`config.mk`:
```
export PLATFORM = sky130hd
export DESIGN_NAME = cpu_region_decoder
export DESIGN_NICKNAME = d
export VERILOG_FILES = /design/src/rtl/busdec_pkg.sv /design/src/rtl/cpu_clk_div.sv /design/src/rtl/vec_remap.sv /design/src/rtl/region_strobe.sv /design/src/rtl/ack_timer.sv /design/src/rtl/cpu_region_decoder.sv
export SDC_FILE = /design/constraint.sdc
export NUM_CORES = 1
export LEC_CHECK = 0
export BUFFER_PORTS_ARGS = -buffer_cell sky130_fd_sc_hd__clkbuf_2
export CAP_MARGIN = 15
export CORE_AREA = 2 2 42 44
export CTS_CLUSTER_DIAMETER = 60
export DETAILED_ROUTE_END_ITERATION = 6
export DIE_AREA = 0 0 44 46
export GPL_TIMING_DRIVEN = 0
export PLACE_DENSITY = 0.85
export RECOVER_POWER = 25
export SYNTH_ARGS = -nofsm -noshare
export SYNTH_HDL_FRONTEND = slang
export SYNTH_SLANG_ARGS = --single-unit
export TNS_END_PERCENT = 10
```
`constraint.sdc`:
```
create_clock -name clk_i -period 2.2 [get_ports clk_i]
set_input_delay 0.22 -clock clk_i [delete_from_list [all_inputs] [get_ports clk_i]]
set_output_delay 0.22 -clock clk_i [all_outputs]
set_load 0.02 [all_outputs]
```
`src/rtl/busdec_pkg.sv`:
```
package busdec_pkg;

    typedef enum logic [1:0] {
        REG_NONE = 2'd0,
        REG_MAIN = 2'd1,
        REG_PORT = 2'd2,
        REG_SYS  = 2'd3
    } region_e;

    // Top address nibble (bits 23..20) that selects each region
    localparam logic [3:0] MAIN_NIB = 4'h0;
    localparam logic [3:0] PORT_NIB = 4'h2;
    localparam logic [3:0] SYS_NIB  = 4'hC;

endpackage

```
`src/rtl/cpu_clk_div.sv`:
```
module cpu_clk_div (
    input  logic clk_i,
    input  logic rst_ni,
    output logic tick_o
);
    logic phase_d, phase_q;

    always_comb begin
        phase_d = ~phase_q;
    end

    always_ff @(posedge clk_i or negedge rst_ni) begin
        if (!rst_ni) phase_q <= 1'b0;
        else         phase_q <= phase_d;
    end

    assign tick_o = phase_q;

    p_toggle_hi_r10: assert property (@(posedge clk_i) disable iff (!rst_ni)
        phase_q |=> !phase_q);
    p_toggle_lo_r10: assert property (@(posedge clk_i) disable iff (!rst_ni)
        !phase_q |=> phase_q);
endmodule

```
`src/rtl/vec_remap.sv`:
```
module vec_remap #(
    parameter int unsigned VEC_LSB = 10
) (
    input  logic [23:VEC_LSB] addr_hi_i,
    input  logic              swap_i,
    output logic              a22_o,
    output logic              a23_o
);
    logic in_window;

    always_comb begin
        in_window = (addr_hi_i == '0);
        if (swap_i && in_window) begin
            a23_o = 1'b1;
            a22_o = 1'b1;
        end else begin
            a23_o = addr_hi_i[23];
            a22_o = addr_hi_i[22];
        end
    end
endmodule

```
`src/rtl/region_strobe.sv`:
```
module region_strobe
    import busdec_pkg::*;
(
    input  logic [3:0] nib_i,
    input  logic       as_ni,
    input  logic       uds_ni,
    input  logic       lds_ni,
    input  logic       rw_i,
    output region_e    region_o,
    output logic       main_rd_no,
    output logic       main_rdu_no,
    output logic       main_rdl_no,
    output logic       port_any_no,
    output logic       port_rdu_no,
    output logic       port_rdl_no,
    output logic       port_wru_no,
    output logic       port_wrl_no,
    output logic       sys_rd_no,
    output logic       sys_rdu_no,
    output logic       sys_rdl_no
);
    logic rd, wr;

    always_comb begin
        unique case (nib_i)
            MAIN_NIB: region_o = REG_MAIN;
            PORT_NIB: region_o = REG_PORT;
            SYS_NIB:  region_o = REG_SYS;
            default:  region_o = REG_NONE;
        endcase

        rd = !as_ni &&  rw_i;
        wr = !as_ni && !rw_i;

        main_rd_no  = 1'b1;
        main_rdu_no = 1'b1;
        main_rdl_no = 1'b1;
        port_any_no = 1'b1;
        port_rdu_no = 1'b1;
        port_rdl_no = 1'b1;
        port_wru_no = 1'b1;
        port_wrl_no = 1'b1;
        sys_rd_no   = 1'b1;
        sys_rdu_no  = 1'b1;
        sys_rdl_no  = 1'b1;

        case (region_o)
            REG_MAIN: if (rd) begin
                main_rd_no  = 1'b0;
                main_rdu_no = uds_ni;
                main_rdl_no = lds_ni;
            end
            REG_PORT: begin
                port_any_no = as_ni;
                if (rd) begin
                    port_rdu_no = uds_ni;
                    port_rdl_no = lds_ni;
                end
                if (wr) begin
                    port_wru_no = uds_ni;
                    port_wrl_no = lds_ni;
                end
            end
            REG_SYS: if (rd) begin
                sys_rd_no  = 1'b0;
                sys_rdu_no = uds_ni;
                sys_rdl_no = lds_ni;
            end
            default: ;
        endcase
    end
endmodule

```
`src/rtl/ack_timer.sv`:
```
module ack_timer
    import busdec_pkg::*;
#(
    parameter int unsigned MAIN_WAIT = 0,
    parameter int unsigned PORT_WAIT = 0,
    parameter int unsigned SYS_WAIT  = 0
) (
    input  logic       clk_i,
    input  logic       rst_ni,
    input  logic       tick_i,
    input  logic       as_ni,
    input  logic       rw_i,
    input  region_e    region_i,
    input  logic       rom_wait_ni,
    input  logic [1:0] port_wait_ni,
    output logic       dtack_no
);
    localparam int unsigned MAX_BASE_A = (MAIN_WAIT > PORT_WAIT) ? MAIN_WAIT : PORT_WAIT;
    localparam int unsigned MAX_BASE   = (MAX_BASE_A > SYS_WAIT) ? MAX_BASE_A : SYS_WAIT;
    localparam int unsigned MAX_WAIT   = MAX_BASE + 3;
    localparam int unsigned CNT_W      = $clog2(MAX_WAIT + 1);

    typedef struct packed {
        logic             active;
        logic [CNT_W-1:0] cnt;
        logic             ack;
    } tmr_t;

    tmr_t             st_d, st_q;
    logic [CNT_W-1:0] wait_sel;
    logic             rom_extra;
    logic [1:0]       port_extra;

    always_comb begin
        rom_extra  = rw_i && !rom_wait_ni;
        port_extra = rw_i ? ~port_wait_ni : 2'b00;
        case (region_i)
            REG_MAIN: wait_sel = CNT_W'(MAIN_WAIT) + CNT_W'(rom_extra);
            REG_PORT: wait_sel = CNT_W'(PORT_WAIT) + CNT_W'(port_extra);
            REG_SYS:  wait_sel = CNT_W'(SYS_WAIT);
            default:  wait_sel = '0;
        endcase

        st_d = st_q;
        if (as_ni) begin
            st_d.active = 1'b0;
            st_d.cnt    = '0;
            st_d.ack    = 1'b0;
        end else if (tick_i) begin
            if (!st_q.active) begin
                if (region_i != REG_NONE) begin
                    st_d.active = 1'b1;
                    st_d.cnt    = wait_sel;
                    st_d.ack    = (wait_sel == '0);
                end
            end else if (st_q.cnt != '0) begin
                st_d.cnt = st_q.cnt - CNT_W'(1);
                st_d.ack = (st_q.cnt == CNT_W'(1));
            end
        end
    end

    always_ff @(posedge clk_i or negedge rst_ni) begin
        if (!rst_ni) st_q <= '0;
        else         st_q <= st_d;
    end

    assign dtack_no = ~(st_q.ack & ~as_ni);

    p_release_r9: assert property (@(posedge clk_i) disable iff (!rst_ni)
        as_ni |=> !st_q.ack);
    p_zero_wait_r6: assert property (@(posedge clk_i) disable iff (!rst_ni)
        (tick_i && !as_ni && !st_q.active && region_i != REG_NONE && wait_sel == '0)
        |=> st_q.ack);
    p_unmapped_quiet_r4: assert property (@(posedge clk_i) disable iff (!rst_ni)
        (!as_ni && !st_q.active && region_i == REG_NONE) |=> !st_q.ack);
    p_hold_between_ticks_r6: assert property (@(posedge clk_i) disable iff (!rst_ni)
        (st_q.active && !as_ni && !tick_i) |=> $stable(st_q.cnt));
endmodule

```
`src/rtl/cpu_region_decoder.sv`:
```
module cpu_region_decoder
    import busdec_pkg::*;
#(
    parameter int unsigned MAIN_WAIT = 0,
    parameter int unsigned PORT_WAIT = 0,
    parameter int unsigned SYS_WAIT  = 0,
    parameter int unsigned VEC_BYTES = 1024
) (
    input  logic        clk_i,
    input  logic        rst_ni,
    input  logic [23:1] addr_i,
    input  logic        as_ni,
    input  logic        uds_ni,
    input  logic        lds_ni,
    input  logic        rw_i,
    input  logic        vec_swap_i,
    input  logic        rom_wait_ni,
    input  logic [1:0]  port_wait_ni,
    output logic        cpu_clk_o,
    output logic        a22_remap_o,
    output logic        a23_remap_o,
    output logic        main_rd_no,
    output logic        main_rdu_no,
    output logic        main_rdl_no,
    output logic        port_any_no,
    output logic        port_rdu_no,
    output logic        port_rdl_no,
    output logic        port_wru_no,
    output logic        port_wrl_no,
    output logic        sys_rd_no,
    output logic        sys_rdu_no,
    output logic        sys_rdl_no,
    output logic        dtack_no
);
    localparam int unsigned VEC_LSB = $clog2(VEC_BYTES);

    logic    tick;
    region_e region;
    logic    unused_addr_bits;

    assign unused_addr_bits = ^addr_i[VEC_LSB-1:1];

    cpu_clk_div u_div (
        .clk_i  (clk_i),
        .rst_ni (rst_ni),
        .tick_o (tick)
    );
    assign cpu_clk_o = tick;

    vec_remap #(.VEC_LSB(VEC_LSB)) u_remap (
        .addr_hi_i (addr_i[23:VEC_LSB]),
        .swap_i    (vec_swap_i),
        .a22_o     (a22_remap_o),
        .a23_o     (a23_remap_o)
    );

    region_strobe u_dec (
        .nib_i       ({a23_remap_o, a22_remap_o, addr_i[21:20]}),
        .as_ni       (as_ni),
        .uds_ni      (uds_ni),
        .lds_ni      (lds_ni),
        .rw_i        (rw_i),
        .region_o    (region),
        .main_rd_no  (main_rd_no),
        .main_rdu_no (main_rdu_no),
        .main_rdl_no (main_rdl_no),
        .port_any_no (port_any_no),
        .port_rdu_no (port_rdu_no),
        .port_rdl_no (port_rdl_no),
        .port_wru_no (port_wru_no),
        .port_wrl_no (port_wrl_no),
        .sys_rd_no   (sys_rd_no),
        .sys_rdu_no  (sys_rdu_no),
        .sys_rdl_no  (sys_rdl_no)
    );

    ack_timer #(
        .MAIN_WAIT (MAIN_WAIT),
        .PORT_WAIT (PORT_WAIT),
        .SYS_WAIT  (SYS_WAIT)
    ) u_ack (
        .clk_i        (clk_i),
        .rst_ni       (rst_ni),
        .tick_i       (tick),
        .as_ni        (as_ni),
        .rw_i         (rw_i),
        .region_i     (region),
        .rom_wait_ni  (rom_wait_ni),
        .port_wait_ni (port_wait_ni),
        .dtack_no     (dtack_no)
    );

    p_one_region_r4: assert property (@(posedge clk_i) disable iff (!rst_ni)
        $onehot0({~main_rd_no, ~port_any_no, ~sys_rd_no}));
    p_idle_quiet_r4: assert property (@(posedge clk_i) disable iff (!rst_ni)
        as_ni |-> (dtack_no && main_rd_no && port_any_no && sys_rd_no
                   && port_wru_no && port_wrl_no));
    p_swap_pass_r5: assert property (@(posedge clk_i) disable iff (!rst_ni)
        !vec_swap_i |-> (a23_remap_o == addr_i[23] && a22_remap_o == addr_i[22]));
    p_swap_force_r5: assert property (@(posedge clk_i) disable iff (!rst_ni)
        (vec_swap_i && addr_i[23:VEC_LSB] == '0) |-> (a23_remap_o && a22_remap_o));
endmodule

```
==> impl_metrics.ini <==
[sta]
fmax_mhz = 469
finalSetupViolCount = 0
slew_headroom_pct = 81.5
slew_viol_final = 0
rsz0062_at_grt = yes
hold_viol = 0
skew_ps = 1.74
period_needed_ps = 2130
fin_ws_ps = 66.4
tightest_slew_ps = 277
timing.hold.ws_ps = 217
finalCritPeriodShare_pct = 97.0

[synthesis]
synthesis.area_sq_um = 537
netlist_instances = 68
synth_top_family_by_area = simple AND/OR/NAND/NOR gates
synth_edf_count = 0
synthTopCellsByArea = dfrtp_1, ha_1, nand2b_1, or2_2, nor2_1
synth-compound-area-share_pct = 12.6
synthDistinctLibCells = 27
muxShareOfSynthArea_pct = 1.86
synth_top_area_cell = dfrtp_1
postSynth.asyncResetShare_pct = 100
seq_area_frac_synth_pct = 23.3
synth-xor-area-share_pct = 0
ys_ff_latch = 5
syn_area_per_cell_sq_um = 7.89
syn-num-nets = 108
ys.flop_type = dfrtp_1
synth_warnings = 0
synth-simple-area-share_pct = 41.5
synth_top_area_share_pct = 23.3
synth_fa_ha_area_share_pct = 16.3

[finish]
area_growth_syn_to_layout_pct = 62.2
diodes = 0
final_cell_mix = clkbuf_2, nor2_1
fin_nets = 154
layout_commonest_cell = clkbuf_2
layout-drive-gt1-share_pct = 51.3

[grt]
grt-ovfl-total = 0
grt_pass1_wl_mm = 2.26
grt_pass1_vias = 577
track_usage_pct = 15.0
antenna_found_initial = 0
grt_max_degree = 10

[die]
ios = 48
rows = 15
dieWidth_microns = 44
die_h_microns = 46
die_area_sq_um = 2020
core_area_sq_um = 1610
start_util_pct = 33.3

[place]
dp_slack_ps = -208
gp_congestion = 0.724
io_buffers = 38

[worst_hold_path]
hold_path_depth = 2
hold_class = in -> reg

[detailed_routing]
drt_iter0_markers = 10
routedWlPerCell_microns = 11.5
routed_wl_mm = 1.50
firstDrtPassIters = 3
postRouteAntennaNets = 0
viasPerCell = 4.98
drc_errors = 0
vias = 648

[power]
p_sw_share_pct = 30.3
max-vdd-ir-drop_mv = 0.163
p_sw_mw = 0.0905
p_per_area_nw_per_um2 = 343
p_int_mw = 0.208
p_comb_share_pct = 30.9
seqPwrFrac_pct = 32.3
clock_power_share_pct = 36.8
leakage_nw = 0.427

[critical_path]
crit_fanout = 5
crit_path_end_kind = output port
cp.required_ps = 1980
crit_family = simple AND/OR/NAND/NOR gates
worst_setup_path_start_kind = primary input
cp_num_buf_inv = 2
cp_slowest_stage_delay_ps = 310
cp.depth = 9
path_common_cell = buf_2
crit_chain = buf_2 -> nor4_2 -> nand4_1 -> a211oi_2 -> or2_4 -> ha_4 -> nand2b_4 -> or3_1 -> buf_2
cp_slowest_cell = or3_1
critical_path_class = in -> out
worstRegToRegCells = 6
crit_arrival_ps = 1910

[job]
drv_cap = 0

[cts]
numClockSinks = 5
clkTransAtPathRegs_ps = 40
numCtsBuffers = 3
insertion_delay_ps = 250
clockBufferDepth = 2
clockRootBuffer = clkbuf_4
h-tree-depth = 1
cts_tree = built

[outcome]
status = finished, final reports clean
## final timing paths
kind | end | slack, ps | startpoint
max | port_wru_no | 70 | addr_i[20]
min | u_ack.st_q[1] | 220 | as_ni
max reg2reg | u_ack.st_q[1] | 830 | u_ack.st_q[1]
min reg2reg | u_div.tick_o | 500 | u_div.tick_o
max in group asynchronous | u_ack.st_q[1] | 1620 | rst_ni
min in group asynchronous | u_ack.st_q[3] | 360 | rst_ni
## cells in the mapped netlist, types with 2 or more instances
library cell and number:
ha_1 7, nor4_1 2, or3_1 2, dfrtp_1 5, nand2b_1 5, nor3_1 2, a21oi_1 2, nand2_1 6
nor2b_1 4, inv_1 5, a211oi_1 2, or2_2 5, nor2_1 7
## flip-flops by register name (all words and copies together) (netlist names)
signal	cells
u_ack.st_q	4
u_div.tick_o	1
## cell families (layout without fill, tap and decap cells)
group                      Yosys count  count (layout)
adders and majority gates            7               7
and+or+nand+nor                     40              40
muxes                                1               1
buffers and inverters                6              51
DFF                                  5               5
AOI/OAI and AO/OA                    9               9
## what timing repair did
action	in CTS	in global routing
setup buffers	1	1
pin swaps	1	5
hold buffers	1	0
hold endpoints to repair	5	0
setup endpoints to repair	2	5
gates resized for setup	3	19
## cell type report
type,instances,area (sq um)
multi-input combinational,57,448
timing repair buffer,41,226
sequential,5,125
fill,158,743
buffer,1,5.00
tap,17,21.3
inverter,5,18.8
clock buffer,4,26.3
## power by group through the flow
stage	Combinational (mW)	Sequential, mW	Clock, mW
2_1_floorplan	0.0429	0.0974	0
3_3_place_gp	0.0775	0.0976	0
3_5_place_dp	0.0808	0.0977	0
4_1_cts	0.0850	0.0963	0.114
5_1_grt	0.103	0.0965	0.119
6_report	0.0923	0.0963	0.110
## metrics by stage
step	area (sq um)	power, mW	util [%]	setup TNS [ps]	cells
final	871	0.299	54.0	0	130
after global routing	871	0.318	54.0	-73.3	130
after CTS	810	0.295	50.2	0	129
after detailed placement	748	0.179	46.4	-473	123
after global placement	748	0.175	46.4	-244	123
after floorplan	537	0.140	-	0	68
## layer usage
| metal | GRT usage, % | part of all wire, % | vias to the layer above |
|---|---|---|---|
| met3 | 3.57 | 7.1 | 3 |
| li1 | - | - | 327 |
| met2 | 27.4 | 54 | 29 |
| met4 | 7.27 | 1.3 | 0 |
| met1 | 16.3 | 37 | 289 |
| met5 | 0 | 0 | - |
Power figures use the tool's default switching activity.
